**config.mk**
```make
export PLATFORM = sky130hd
export DESIGN_NAME = hdlc_link
export DESIGN_NICKNAME = d
export VERILOG_FILES = /design/src/rtl/hdlc_pkg.sv /design/src/rtl/hdlc_rx.sv /design/src/rtl/hdlc_tx.sv /design/src/rtl/hdlc_link.sv
export SDC_FILE = /design/constraint.sdc
export NUM_CORES = 1
export LEC_CHECK = 0
export ABC_AREA = 0
export BUFFER_PORTS_ARGS = -buffer_cell sky130_fd_sc_hd__buf_2
export CAP_MARGIN = 40
export CORE_MARGIN = 4
export CORE_UTILIZATION = 40
export CTS_CLUSTER_SIZE = 24
export DETAILED_ROUTE_END_ITERATION = 16
export GPL_TIMING_DRIVEN = 1
export HOLD_SLACK_MARGIN = 0.12
export SYNTH_ARGS = -nofsm -noshare
export SYNTH_HDL_FRONTEND = slang
export SYNTH_SLANG_ARGS = --single-unit
```
**constraint.sdc**
```tcl
create_clock -name clk -period 2.8 [get_ports clk]
set_input_delay 0.14 -clock clk [delete_from_list [all_inputs] [get_ports clk]]
set_output_delay 0.14 -clock clk [all_outputs]
set_load 0.02 [all_outputs]
```
**src/rtl/hdlc_pkg.sv**
```systemverilog
`timescale 1ns/1ps
package hdlc_pkg;
  localparam logic [7:0] FLAG_B = 8'h7E;
  localparam logic [7:0] ESC_B  = 8'h7D;
  localparam logic [7:0] CTRL_B = 8'h03;
  localparam logic [7:0] FLIP_B = 8'h20;

  typedef enum logic [1:0] {RX_HUNT, RX_ADDR, RX_CTRL, RX_BODY} rx_st_t;
  typedef enum logic [2:0] {TX_IDLE, TX_ADDR, TX_CTRL, TX_BODY, TX_CKSUM, TX_CLOSE} tx_st_t;

  function automatic logic is_reserved(input logic [7:0] b);
    return (b == FLAG_B) || (b == ESC_B);
  endfunction
endpackage

```
**src/rtl/hdlc_rx.sv**
```systemverilog
`timescale 1ns/1ps
module hdlc_rx import hdlc_pkg::*; #(
  parameter int ADDR_W = 7,
  parameter logic [ADDR_W-1:0] LOCAL_ADDR = 5,
  parameter int CK_BYTES = 2
) (
  input  logic       clk,
  input  logic       rst,
  input  logic [7:0] ln_data,
  input  logic       ln_valid,
  output logic       ln_ready,
  output logic [7:0] pl_data,
  output logic       pl_valid,
  output logic       pl_sof,
  output logic       pl_eof,
  input  logic       pl_ready,
  output logic       frm_err
);
  localparam int DEPTH = CK_BYTES + 1;
  localparam int CW = $clog2(DEPTH + 1);

  rx_st_t        st;
  logic          esc_q;
  logic          first_q;
  logic [CW-1:0] cnt;
  logic [7:0]    sh [DEPTH];

  logic       take, is_flag, esc_start, shift_en;
  logic [7:0] dbyte;

  assign ln_ready  = !pl_valid || pl_ready;
  assign take      = ln_valid && ln_ready;
  assign is_flag   = (ln_data == FLAG_B);
  assign esc_start = !esc_q && (ln_data == ESC_B);
  assign dbyte     = esc_q ? (ln_data ^ FLIP_B) : ln_data;
  assign shift_en  = take && !is_flag && !esc_start && (st == RX_BODY);

  // holding line: newest decoded byte at index 0
  always_ff @(posedge clk) if (shift_en) sh[0] <= dbyte;
  for (genvar i = 1; i < DEPTH; i++) begin : g_dly
    always_ff @(posedge clk) if (shift_en) sh[i] <= sh[i-1];
  end

  always_ff @(posedge clk) begin
    if (rst) begin
      st <= RX_HUNT; esc_q <= 1'b0; first_q <= 1'b0; cnt <= '0;
      pl_valid <= 1'b0; pl_sof <= 1'b0; pl_eof <= 1'b0; pl_data <= '0;
      frm_err <= 1'b0;
    end else begin
      frm_err <= 1'b0;
      if (pl_valid && pl_ready) pl_valid <= 1'b0;
      if (take) begin
        if (is_flag) begin
          esc_q <= 1'b0;
          st    <= RX_ADDR;
          cnt   <= '0;
          if (st != RX_HUNT && esc_q) frm_err <= 1'b1;
          else if (st == RX_CTRL) frm_err <= 1'b1;
          else if (st == RX_BODY) begin
            if (cnt < CW'(CK_BYTES)) frm_err <= 1'b1;
            else if (cnt == CW'(DEPTH)) begin
              pl_valid <= 1'b1; pl_data <= sh[DEPTH-1];
              pl_sof <= first_q; pl_eof <= 1'b1;
            end
          end
        end else if (st != RX_HUNT) begin
          if (esc_start) esc_q <= 1'b1;
          else begin
            esc_q <= 1'b0;
            case (st)
              RX_ADDR: begin
                if (!dbyte[0]) begin frm_err <= 1'b1; st <= RX_HUNT; end
                else if (dbyte[ADDR_W:1] != LOCAL_ADDR) st <= RX_HUNT;
                else st <= RX_CTRL;
              end
              RX_CTRL: begin
                if (dbyte != CTRL_B) begin frm_err <= 1'b1; st <= RX_HUNT; end
                else begin st <= RX_BODY; cnt <= '0; first_q <= 1'b1; end
              end
              RX_BODY: begin
                if (cnt == CW'(DEPTH)) begin
                  pl_valid <= 1'b1; pl_data <= sh[DEPTH-1];
                  pl_sof <= first_q; pl_eof <= 1'b0; first_q <= 1'b0;
                end else cnt <= cnt + 1'b1;
              end
              default: st <= RX_HUNT;
            endcase
          end
        end
      end
    end
  end


  rx_hold_chk: assert property (@(posedge clk) disable iff (rst)
    pl_valid && !pl_ready |=> pl_valid && $stable(pl_data) && $stable(pl_sof) && $stable(pl_eof));

  rx_block_chk: assert property (@(posedge clk) disable iff (rst)
    pl_valid && !pl_ready |=> $stable(st) && $stable(cnt));

  rx_err_excl_chk: assert property (@(posedge clk) disable iff (rst)
    frm_err |-> !(pl_valid && pl_eof));
endmodule

```
**src/rtl/hdlc_tx.sv**
```systemverilog
`timescale 1ns/1ps
module hdlc_tx import hdlc_pkg::*; #(
  parameter int ADDR_W = 7,
  parameter int CK_BYTES = 2
) (
  input  logic              clk,
  input  logic              rst,
  input  logic [7:0]        in_data,
  input  logic              in_valid,
  input  logic              in_last,
  output logic              in_ready,
  input  logic [ADDR_W-1:0] addr,
  output logic [7:0]        ln_data,
  output logic              ln_valid,
  input  logic              ln_ready
);
  localparam int KW = $clog2(CK_BYTES + 1);

  tx_st_t            st;
  logic              esc_q;
  logic [ADDR_W-1:0] addr_q;
  logic [KW-1:0]     ck_cnt;

  logic [7:0] cur_b;
  logic       cur_avail, cur_esc, need_esc, can_load, step, adv;

  always_comb begin
    cur_b = FLAG_B; cur_avail = 1'b1; cur_esc = 1'b1;
    case (st)
      TX_IDLE:  begin cur_b = FLAG_B; cur_avail = in_valid; cur_esc = 1'b0; end
      TX_ADDR:  cur_b = {addr_q, 1'b1};
      TX_CTRL:  cur_b = CTRL_B;
      TX_BODY:  begin cur_b = in_data; cur_avail = in_valid; end
      TX_CKSUM: cur_b = 8'h00;
      default:  begin cur_b = FLAG_B; cur_esc = 1'b0; end
    endcase
  end

  assign can_load = !ln_valid || ln_ready;
  assign need_esc = cur_esc && is_reserved(cur_b) && !esc_q;
  assign step     = can_load && cur_avail;
  assign adv      = step && !need_esc;
  assign in_ready = (st == TX_BODY) && adv;

  always_ff @(posedge clk) begin
    if (rst) begin
      st <= TX_IDLE; esc_q <= 1'b0; addr_q <= '0; ck_cnt <= '0;
      ln_valid <= 1'b0; ln_data <= '0;
    end else begin
      if (ln_valid && ln_ready) ln_valid <= 1'b0;
      if (step) begin
        ln_valid <= 1'b1;
        ln_data  <= need_esc ? ESC_B : (esc_q ? (cur_b ^ FLIP_B) : cur_b);
        esc_q    <= need_esc;
      end
      if (adv) begin
        case (st)
          TX_IDLE: begin addr_q <= addr; st <= TX_ADDR; end
          TX_ADDR: st <= TX_CTRL;
          TX_CTRL: st <= TX_BODY;
          TX_BODY: if (in_last) begin st <= TX_CKSUM; ck_cnt <= '0; end
          TX_CKSUM: begin
            if (ck_cnt == KW'(CK_BYTES - 1)) st <= TX_CLOSE;
            else ck_cnt <= ck_cnt + 1'b1;
          end
          default: st <= TX_IDLE;
        endcase
      end
    end
  end


  tx_hold_chk: assert property (@(posedge clk) disable iff (rst)
    ln_valid && !ln_ready |=> ln_valid && $stable(ln_data));

  tx_escape_pair_chk: assert property (@(posedge clk) disable iff (rst)
    ln_valid && ln_ready && ln_data == ESC_B |=> ln_valid && !is_reserved(ln_data));

  tx_stall_chk: assert property (@(posedge clk) disable iff (rst)
    in_valid && in_ready && is_reserved(in_data) |-> esc_q);
endmodule

```
**src/rtl/hdlc_link.sv**
```systemverilog
`timescale 1ns/1ps
module hdlc_link #(
  parameter int ADDR_W = 7,
  parameter logic [ADDR_W-1:0] LOCAL_ADDR = 5,
  parameter int CK_BYTES = 2
) (
  input  logic              clk,
  input  logic              rst,
  input  logic [7:0]        rx_line_data,
  input  logic              rx_line_valid,
  output logic              rx_line_ready,
  output logic [7:0]        rx_pl_data,
  output logic              rx_pl_valid,
  output logic              rx_pl_sof,
  output logic              rx_pl_eof,
  input  logic              rx_pl_ready,
  output logic              rx_frm_err,
  input  logic [7:0]        tx_pl_data,
  input  logic              tx_pl_valid,
  input  logic              tx_pl_last,
  output logic              tx_pl_ready,
  input  logic [ADDR_W-1:0] tx_addr,
  output logic [7:0]        tx_line_data,
  output logic              tx_line_valid,
  input  logic              tx_line_ready
);
  hdlc_rx #(.ADDR_W(ADDR_W), .LOCAL_ADDR(LOCAL_ADDR), .CK_BYTES(CK_BYTES)) u_rx (
    .clk(clk), .rst(rst),
    .ln_data(rx_line_data), .ln_valid(rx_line_valid), .ln_ready(rx_line_ready),
    .pl_data(rx_pl_data), .pl_valid(rx_pl_valid), .pl_sof(rx_pl_sof),
    .pl_eof(rx_pl_eof), .pl_ready(rx_pl_ready), .frm_err(rx_frm_err)
  );

  hdlc_tx #(.ADDR_W(ADDR_W), .CK_BYTES(CK_BYTES)) u_tx (
    .clk(clk), .rst(rst),
    .in_data(tx_pl_data), .in_valid(tx_pl_valid), .in_last(tx_pl_last),
    .in_ready(tx_pl_ready), .addr(tx_addr),
    .ln_data(tx_line_data), .ln_valid(tx_line_valid), .ln_ready(tx_line_ready)
  );
endmodule

```
### Yosys cells after proc, flatten, opt, wreduce, memory -nomap -nowiden

Memory sizes are Yosys's and may differ from the RTL's.
Cells that the tools add are included.

* register bits: 40
* latch bits: 0
* RAM bits: 24
* memory bits (read-only): 0
* input bits: 30
* output and inout port bits: 23
* memories kept: 1

* add/subtract/negate cells: 2
* $mul: 0
* divide/modulo/power cells: 0
* order comparisons: 1
* equality and inequality tests: 27
* shift-type cells: 0
* multiplexer cells: 83
* bitwise logic cells: 5
* reduce and logical (&&, ||, !) cells: 42

Memory list
* u_rx.sh: words 3, width 8, rd ports 3, clocked after Yosys merged registers in 0, write ports 3, RTL line hdlc_rx.sv:26 `logic [7:0] sh [DEPTH];`

Operators with widths (number)
* $mux 8: 10
* $mux 1: 49
* $eq 8x7->1 const B: 4
* $pmux 8 s4: 1
* $mux 2: 13
* $pmux 3 s5: 1
* $ne 2x2->1 const B: 7
* $reduce_and 7->1: 2
* $logic_and 1x1->1: 13
* $mux 6: 2
* $reduce_bool 2->1: 5
* $ne 8x2->1 const B: 1
* $pmux 2 s2: 2
* $reduce_and 4->1: 2
* $reduce_and 8->1: 1
* $logic_not 1->1: 7
* $ne 7x3->1 const B: 1
* $eq 2x2->1 const B: 3
* $eq 3x2->1 const B: 2
* $mux 3: 2
* $ne 2x1->1 const B: 3
* $ne 3x2->1 const B: 2
* $pmux 2 s3: 1
* $reduce_and 6->1: 1
* other kinds (14): 25

### Longest topological paths before layout

Gate-level depths: netlist of the first run.

* depth in word-level cells: 9
* gate-level depth with buffers: 7

### Modules after synthesis

A second synthesis of the first run with hierarchy kept.

* cells, all modules: 294
* area total of the unflattened synthesis: 3186.8 µm²

By module, submodules not included
* hdlc_rx: times used 1, cells each 149, area an instance 1873.0 µm², sequential area each 1081.0 µm²
* hdlc_tx: times used 1, cells each 145, area an instance 1313.8 µm², sequential area each 440.4 µm²

### Least setup slack after synthesis of the first run

Ideal clock, no wire load.

* path type: register to register
* start: register u_rx.esc_q
* end: memory u_rx.sh[0][0] (enable)
* library setup time: 0.405 ns
* arrival: 1.874 ns
* setup slack: 0.522 ns
* stages on the path, launching flop included: 5
* path buffers: 0
* clock period less this slack: 2.278 ns
* path through: dfxtp_1 -> nor3b_2 -> o211ai_1 -> nand3_1 -> nor2_1

RTL lines
* start, declared: RTL line hdlc_rx.sv:23 `logic esc_q;`
* start signal, assigned: RTL line hdlc_rx.sv:46 `st <= RX_HUNT; esc_q <= 1'b0; first_q <= 1'b0; cnt <= '0;`
* start signal, assigned: RTL line hdlc_rx.sv:54 `esc_q <= 1'b0;`
* start signal, assigned: RTL line hdlc_rx.sv:67 `if (esc_start) esc_q <= 1'b1;`
* end, declared: RTL line hdlc_rx.sv:26

### Worst setup path after layout of the first run

* start: register u_tx.st[1]
* end: output port tx_pl_ready

* longest elaborated chain between the ends: 9
* elaborated cells between the ends (all ways): 19
* classes of those cells: eq/ne (6); mux (3); reduce/logical (10)

RTL lines
* start, declared: RTL line hdlc_tx.sv:19 `tx_st_t st;`
* start signal, assigned: RTL line hdlc_tx.sv:47 `st <= TX_IDLE; esc_q <= 1'b0; addr_q <= '0; ck_cnt <= '0;`
* start signal, assigned: RTL line hdlc_tx.sv:58 `TX_IDLE: begin addr_q <= addr; st <= TX_ADDR; end`
* start signal, assigned: RTL line hdlc_tx.sv:59 `TX_ADDR: st <= TX_CTRL;`
* $eq 3x3->1, or another cell as far along: RTL line hdlc_tx.sv:29 `case (st)`
* $pmux 8 s4: RTL line hdlc_tx.sv:29
* $eq 8x7->1: RTL line hdlc_pkg.sv:12 `return (b == FLAG_B) || (b == ESC_B);`
* $logic_or 1x1->1: RTL line hdlc_pkg.sv:12
* $logic_and 1x1->1 (2 in a row): RTL line hdlc_tx.sv:40 `assign need_esc = cur_esc && is_reserved(cur_b) && !esc_q;`
* $logic_not 1->1: RTL line hdlc_tx.sv:42 `assign adv = step && !need_esc;`
* $logic_and 1x1->1: RTL line hdlc_tx.sv:42
* $logic_and 1x1->1 (*): RTL line hdlc_tx.sv:43 `assign in_ready = (st == TX_BODY) && adv;`
* end, declared: RTL line hdlc_link.sv:21 `output logic tx_pl_ready,`

Mark *: on every way between the ends. The rest lies on a longest branch, timed or not.

==> impl_metrics.tcl, run 1 <==
set metrics [dict create \
    maxCapViolations 0 \
    r2r_slack_ns 0.68 \
    whs_endpoint "u_tx.ln_valid$_SDFFE_PP0P_" \
    outcome "finished, final reports clean" \
    wl_per_cell_um 14.8 \
    cp_data_required_time_ns 2.66 \
    area.sequential_mm2 0.00152 \
    crit_fanout 16 \
    grt_pass1_vias 2400 \
    syn_inst 303 \
    netlist_top_cells_count "dfxtp_1, nor2_1, a21oi_1" \
    cts_resized 0 \
    drt-vias-per-instance 5.28 \
    placedCellCount 448 \
    clockBufferDepth 2 \
    yosysSeqAreaShare_pct 49.8 \
    switching_share_pct 33.0 \
    initial_core_util_pct 41.6 \
    synth_top_area_share_pct 26.2 \
    crit_type "flip-flop to output port" \
    start_kind "flip-flop" \
    syn_area_mm2 0.00305 \
    yosys.cell_types.count 67 \
    internal-power_mw 1.88 \
    hp-class "input port to flip-flop" \
    skew_ns 0.00447 \
    ioPinCount 53 \
    synth_seq_cells 64 \
    clock-sinks 64 \
    ir_worst_vdd_mv 0.258 \
    fin_setup_tns_ns 0 \
    p_switching_mw 0.926 \
    rsz0062_at_grt "false" \
    final_cells 478 \
    place_congestion 0.831 \
    diodes 0 \
    grt_overflow_total 0 \
    synth_most_common_cell "dfxtp_1" \
    setup_viol 0 \
    drt_iter0_drc 161 \
    drcViolationCount 0 \
    reg2reg_to "u_tx.addr_q[2]$_SDFFE_PP0P_" \
    ant_nets 0 \
    track_usage_pct 16.4 \
    rr_startpoint "u_tx.st[1]$_SDFFE_PP0P_" \
    antenna_found_initial 0 \
    cts_tree "done" \
    clk_pin_slew_ns 0.07 \
    clkPwrFrac_pct 32.1 \
    yosysWarnings 0 \
    multi_input_area_mm2 0.00142 \
    vias 2523 \
    cts_root_buffer "clkbuf_8" \
    drv_slew 0 \
    coreArea_mm2 0.00733 \
    leakagePower_nw 1.45 \
    nets 410 \
    cts_max_level 3 \
    tightestPinTransition_ns 0.761 \
    cts_setup_buffers 0 \
    finalCritPeriodShare_pct 86.1 \
    wirelength_um 7060 \
    die_area_mm2 0.00909 \
    final_layout_size_suffix_gt1_share_pct 23.2 \
    cts_inserted_buffers 9 \
    fmax_mhz 415 \
    syn_to_final_growth_pct 24.0 \
    syn_area_per_cell_um2 10.1 \
    die_height_um 95.4 \
    insertion_delay_ns 0.34 \
    min_period_ns 2.41 \
    arrival_ns 2.27 \
    ff2ff_path_depth 5 \
    hold_viol 0 \
    pwr-share-comb_pct 27.6 \
    pwr_density_cell_mw_per_mm2 742 \
    max_slew_margin_pct 49.2 \
    synth_edf_count 24 \
    port_buffers 52 \
    grt_pass1_wl_um 11400 \
    hold_path_depth 4 \
    row_count 31 \
    synth_ff_type "dfxtp_1" \
    synth_top_cell_by_area "dfxtp_1" \
    endpoint_kind "output port" \
    p_seq_share_pct 40.2 \
    synthArstFlopShare_pct 0 \
    min_from "tx_pl_valid" \
    synthTopCellsByArea "dfxtp_1, edfxtp_1, a21oi_1, mux2i_1, nor2_1" \
    fillers 671 \
    die_w_um 95.4 \
    hpwlAfterDp_um 4860 \
    syn_nets 339 \
    firstDrtPassIters 4 \
    grt_max_degree 39 \
]
==> worst max-delay path, stage by stage (launching register included) <==
cell and delay (ns):
dfxtp_1 0.65, buf_4 0.26, xor2_1 0.19, a221o_1 0.35
nor2_1 0.11, nor3_1 0.18, buf_2 0.19
==> power by group through the flow <==
stage	sequential (mW)	clock (mW)	combinational, mW
CTS	1.13	0.921	0.775
finish	1.13	0.903	0.776
floorplan	1.19	0	0.533
global placement	1.15	0	0.750
global route	1.14	0.960	0.856
detailed placement	1.15	0	0.756
==> worst max-delay path by stage <==
stage                                  startpoint                          end  cells past startpoint  slack [ns]
after floorplan           u_rx.esc_q$_SDFFE_PP0P_      u_rx.sh[0][0]$_DFFE_PP_                      4        0.52
after global placement    u_tx.st[1]$_SDFFE_PP0P_  u_tx.addr_q[4]$_SDFFE_PP0P_                      5        0.73
after detailed placement  u_tx.st[1]$_SDFFE_PP0P_  u_tx.addr_q[2]$_SDFFE_PP0P_                      5        0.69
after CTS                 u_tx.st[1]$_SDFFE_PP0P_                  tx_pl_ready                      6        0.39
after global routing      u_tx.st[1]$_SDFFE_PP0P_                  tx_pl_ready                      6        0.21
final                     u_tx.st[1]$_SDFFE_PP0P_                  tx_pl_ready                      6        0.39
==> metal layers <==
metal  up-vias  GRT usage [%]  part of all wire (%)  wire (µm)
li1       1264              -                     -          -
met1      1179           22.1                    47       3320
met2        70           25.3                    46       3240
met3        10           4.74                   5.6        394
met4         0           5.77                   1.4         98
met5         -              0                     0          0
==> kinds of logic after synthesis <==
family	share of synthesized area (%)
xor+xnor	1.15
buf+inv	3.85
compound gates	17.6
flops	49.8
mux	5.45
simple gates	19.6
fa+ha+maj	2.46
==> sequential cells by signal (all words and copies together) (netlist names) <==
| signal | count |
|---|---|
| u_rx.st | 2 |
| u_tx.ln_data | 8 |
| u_rx.cnt | 2 |
| u_rx.pl_valid | 1 |
| u_rx.pl_eof | 1 |
| u_tx.ln_valid | 1 |
| u_tx.esc_q | 1 |
| u_tx.addr_q | 7 |
| u_rx.pl_data | 8 |
| u_rx.esc_q | 1 |
| u_rx.first_q | 1 |
| u_rx.pl_sof | 1 |
| u_rx.frm_err | 1 |
| u_tx.ck_cnt | 2 |
| u_tx.st | 3 |
| u_rx.sh | 24 |
==> placed cells by master (no fill, tap or decap), types with 3 or more instances in the layout <==
master	instances
dlygate4sd3_1	14
nor3_1	4
o21ai_0	5
nand3_1	17
clkbuf_8	9
nand2b_1	7
o21ai_1	12
buf_2	52
or3_1	3
a21oi_1	26
nor2_1	27
edfxtp_1	24
dfxtp_1	40
nor3b_1	4
nand2_1	15
inv_1	13
nor2b_1	10
o211ai_1	5
ha_1	6
buf_4	6
mux2i_1	13
==> per-stage QoR <==
| stage | hold slack [ns] | power, mW | util [%] | worst slack [ns] | area [µm²] |
|---|---|---|---|---|---|
| floorplan | 0.239 | 1.72 | - | 0.522 | 3050 |
| global placement | 0.365 | 1.90 | 46.6 | 0.731 | 3420 |
| detailed placement | 0.366 | 1.91 | 46.6 | 0.693 | 3420 |
| CTS | 0.149 | 2.83 | 51.6 | 0.393 | 3790 |
| global route | 0.181 | 2.96 | 51.6 | 0.209 | 3790 |
| finish | 0.157 | 2.81 | 51.6 | 0.390 | 3790 |
==> area by class of cell <==
cell class	count	share of cell area [%]
sequential	64	40.2
multi-input combinational	213	37.4
timing repair buffer	72	11.8
clock buffer	9	3.27
tap	99	3.27
clock inverter	7	2.71
inverter	14	1.39
==> what timing repair did <==
| action | 4_1_cts | 5_1_grt |
|---|---|---|
| hold buffers | 14 | 0 |
| hold endpoints to repair | 14 | 0 |
| setup endpoints to repair | 0 | 0 |
No activity file was read; power rests on OpenSTA's default activity.
==> inputs of run 2 (changes only) <==
==> constraint.sdc (replaced) <==
create_clock -name clk -period 2.3 [get_ports clk]
set_input_delay 0.115 -clock clk [delete_from_list [all_inputs] [get_ports clk]]
set_output_delay 0.115 -clock clk [all_outputs]
set_load 0.02 [all_outputs]
==> run 2 against run 1 <==
Critical path depth up 1. Sequential share of layout area down 0.31 points. Wire length up 0.24%. Non-clock buffer count up 7. First-iteration DRC count down 14%. Design area up 1.0%. Sequential power up 25%. Clock power up 6.1%. Critical endpoint unchanged. Largest cell class unchanged.
==> impl_metrics.tcl, run 2 (same netlist as run 1, synthesis figures left out) <==
set metrics [dict create \
    nets 417 \
    min_period_ns 2.16 \
    area.sequential_mm2 0.00153 \
    final_common_cell "buf_2" \
    cts_root_buffer "clkbuf_8" \
    die_area_mm2 0.00909 \
    clockBufferDepth 2 \
    clk_pin_slew_ns 0.07 \
    hold_viol 0 \
    cp_slowest_cell "dfxtp_2" \
    max_slew_margin_pct 62.8 \
    start_kind "flip-flop" \
    drv_slew 0 \
    pwr_density_cell_mw_per_mm2 871 \
    diodes 0 \
    drcViolationCount 0 \
    path_cells "buf_4 > nor2b_1 > a21oi_1 > o311ai_4 > nor2_1 > nor3_1 > buf_2" \
    cp.buffers_inverters 2 \
    maxCapViolations 0 \
    insertion_delay_ns 0.34 \
    firstDrtPassIters 4 \
    r2r_slack_ns 0.31 \
    die_height_um 95.4 \
    initial_core_util_pct 41.6 \
    crit_fanout 15 \
    slowest_delay_ns 0.48 \
    cts_inserted_buffers 9 \
    reg2reg_to "u_rx.st[1]$_SDFFE_PP0P_" \
    critPathTopFamily "compound AO/OA/AOI/OAI gates" \
    crit_type "flip-flop to output port" \
    tightestPinTransition_ns 0.558 \
    hpwlAfterDp_um 4930 \
    ant_nets 0 \
    ioPinCount 53 \
    fin_setup_tns_ns 0 \
    fillers 652 \
    rr_startpoint "u_rx.st[0]$_SDFFE_PP0P_" \
    wl_per_cell_um 14.6 \
    vias 2522 \
    grt_pass1_wl_um 11700 \
    largest-register "u_rx.sh" \
    cts_tree "done" \
    leakagePower_nw 1.47 \
    min_from "tx_line_ready" \
    ff2ff_path_depth 6 \
    fin_util_pct 52.2 \
    largest_register_ffs 24 \
    cts_max_level 3 \
    final_cell_mix "buf_2, dfxtp_1, nor2_1, a21oi_1, edfxtp_1" \
    ir_worst_vdd_mv 0.375 \
    drt-vias-per-instance 5.21 \
    outcome "finished, final reports clean" \
    drt_iter0_drc 139 \
    endpoint_kind "output port" \
    grt_max_degree 28 \
    die_w_um 95.4 \
    hp-class "input port to flip-flop" \
    antenna_found_initial 0 \
    grt_overflow_total 0 \
    place_congestion 0.830 \
    track_usage_pct 16.8 \
    port_buffers 52 \
    fmax_mhz 462 \
    syn_to_final_growth_pct 25.3 \
    final_layout_size_suffix_gt1_share_pct 24.9 \
    whs_endpoint "u_tx.ln_valid$_SDFFE_PP0P_" \
    hold_path_depth 3 \
    finalCritPeriodShare_pct 94.0 \
    row_count 31 \
    grt_pass1_vias 2410 \
    clock-sinks 64 \
    cp_data_required_time_ns 2.18 \
    coreArea_mm2 0.00733 \
    setup_viol 0 \
    wirelength_um 7070 \
    skew_ns 0.00734 \
    fin_total_pwr_mw 3.33 \
    largestRegisters "u_rx.sh (24), u_rx.pl_data (8), u_tx.ln_data (8)" \
    multi_input_area_mm2 0.00143 \
    arrival_ns 2.05 \
]
-- run 2: cell count changes in the layout (fill, tap and decap cells not counted), moves of 2 or more --
cell and delta:
buf_4 +6, dfxtp_1 -3, dfxtp_2 +3, inv_6 -2
-- run 2: worst max-delay path by stage --
| stage | startpoint | endpoint | cells after the start |
|---|---|---|---|
| detailed placement | u_tx.st[1]$_SDFFE_PP0P_ | u_tx.st[2]$_SDFFE_PP0P_ | 5 |
| floorplan | u_rx.esc_q$_SDFFE_PP0P_ | u_rx.sh[0][0]$_DFFE_PP_ | 4 |
| CTS | u_tx.st[0]$_SDFFE_PP0P_ | tx_pl_ready | 5 |
| global placement | u_tx.st[1]$_SDFFE_PP0P_ | tx_pl_ready | 6 |
| finish | u_tx.st[1]$_SDFFE_PP0P_ | tx_pl_ready | 7 |
| global route | u_tx.st[1]$_SDFFE_PP0P_ | tx_pl_ready | 7 |
-- run 2: timing repair --
action | in CTS | in global routing
setup buffers | 0 | 0
endpoints found under the setup margin | 1 | 1
endpoints found under the hold margin | 16 | 0
hold buffers | 15 | 0
resized for setup | 1 | 4
-- run 2: area by class of cell --
class	instances	share of cell area [%]
clock inverters	5	1.50
well taps	99	3.24
clock buffers	10	3.60
inverters	14	1.37
repair buffers	79	13.1
multi-input cells	213	37.3
flip-flops and latches	64	39.9
-- run 2: tightest hold or removal path, stage by stage --
cell and delay, ns:
buf_2 0.07, nor2b_1 0.07, o21a_1 0.17
-- run 2: layer usage --
metal / wire, µm / global-route usage, %
met1: 3490 / 22.9
met2: 3200 / 25.1
met3: 241 / 3.87
met4: 147 / 7.93
met5: 0 / 0
-- run 2: report_power, final --
group	switching (mW)	internal [mW]	total [mW]
Combinational	0.547	0.415	0.962
Clock	0.436	0.522	0.958
Sequential	0.122	1.29	1.41
Total	1.11	2.23	3.33
-- run 2: per-stage QoR --
step | cell area (µm²) | worst slack, ns | hold slack, ns | cells
final | 3820 | 0.137 | 0.148 | 484
after global routing | 3820 | -0.00242 | 0.139 | 484
after CTS | 3810 | 0.0512 | 0.125 | 484
after detailed placement | 3460 | 0.286 | 0.341 | 454
after global placement | 3460 | 0.330 | 0.336 | 454
after floorplan | 3050 | 0.0216 | 0.214 | 303
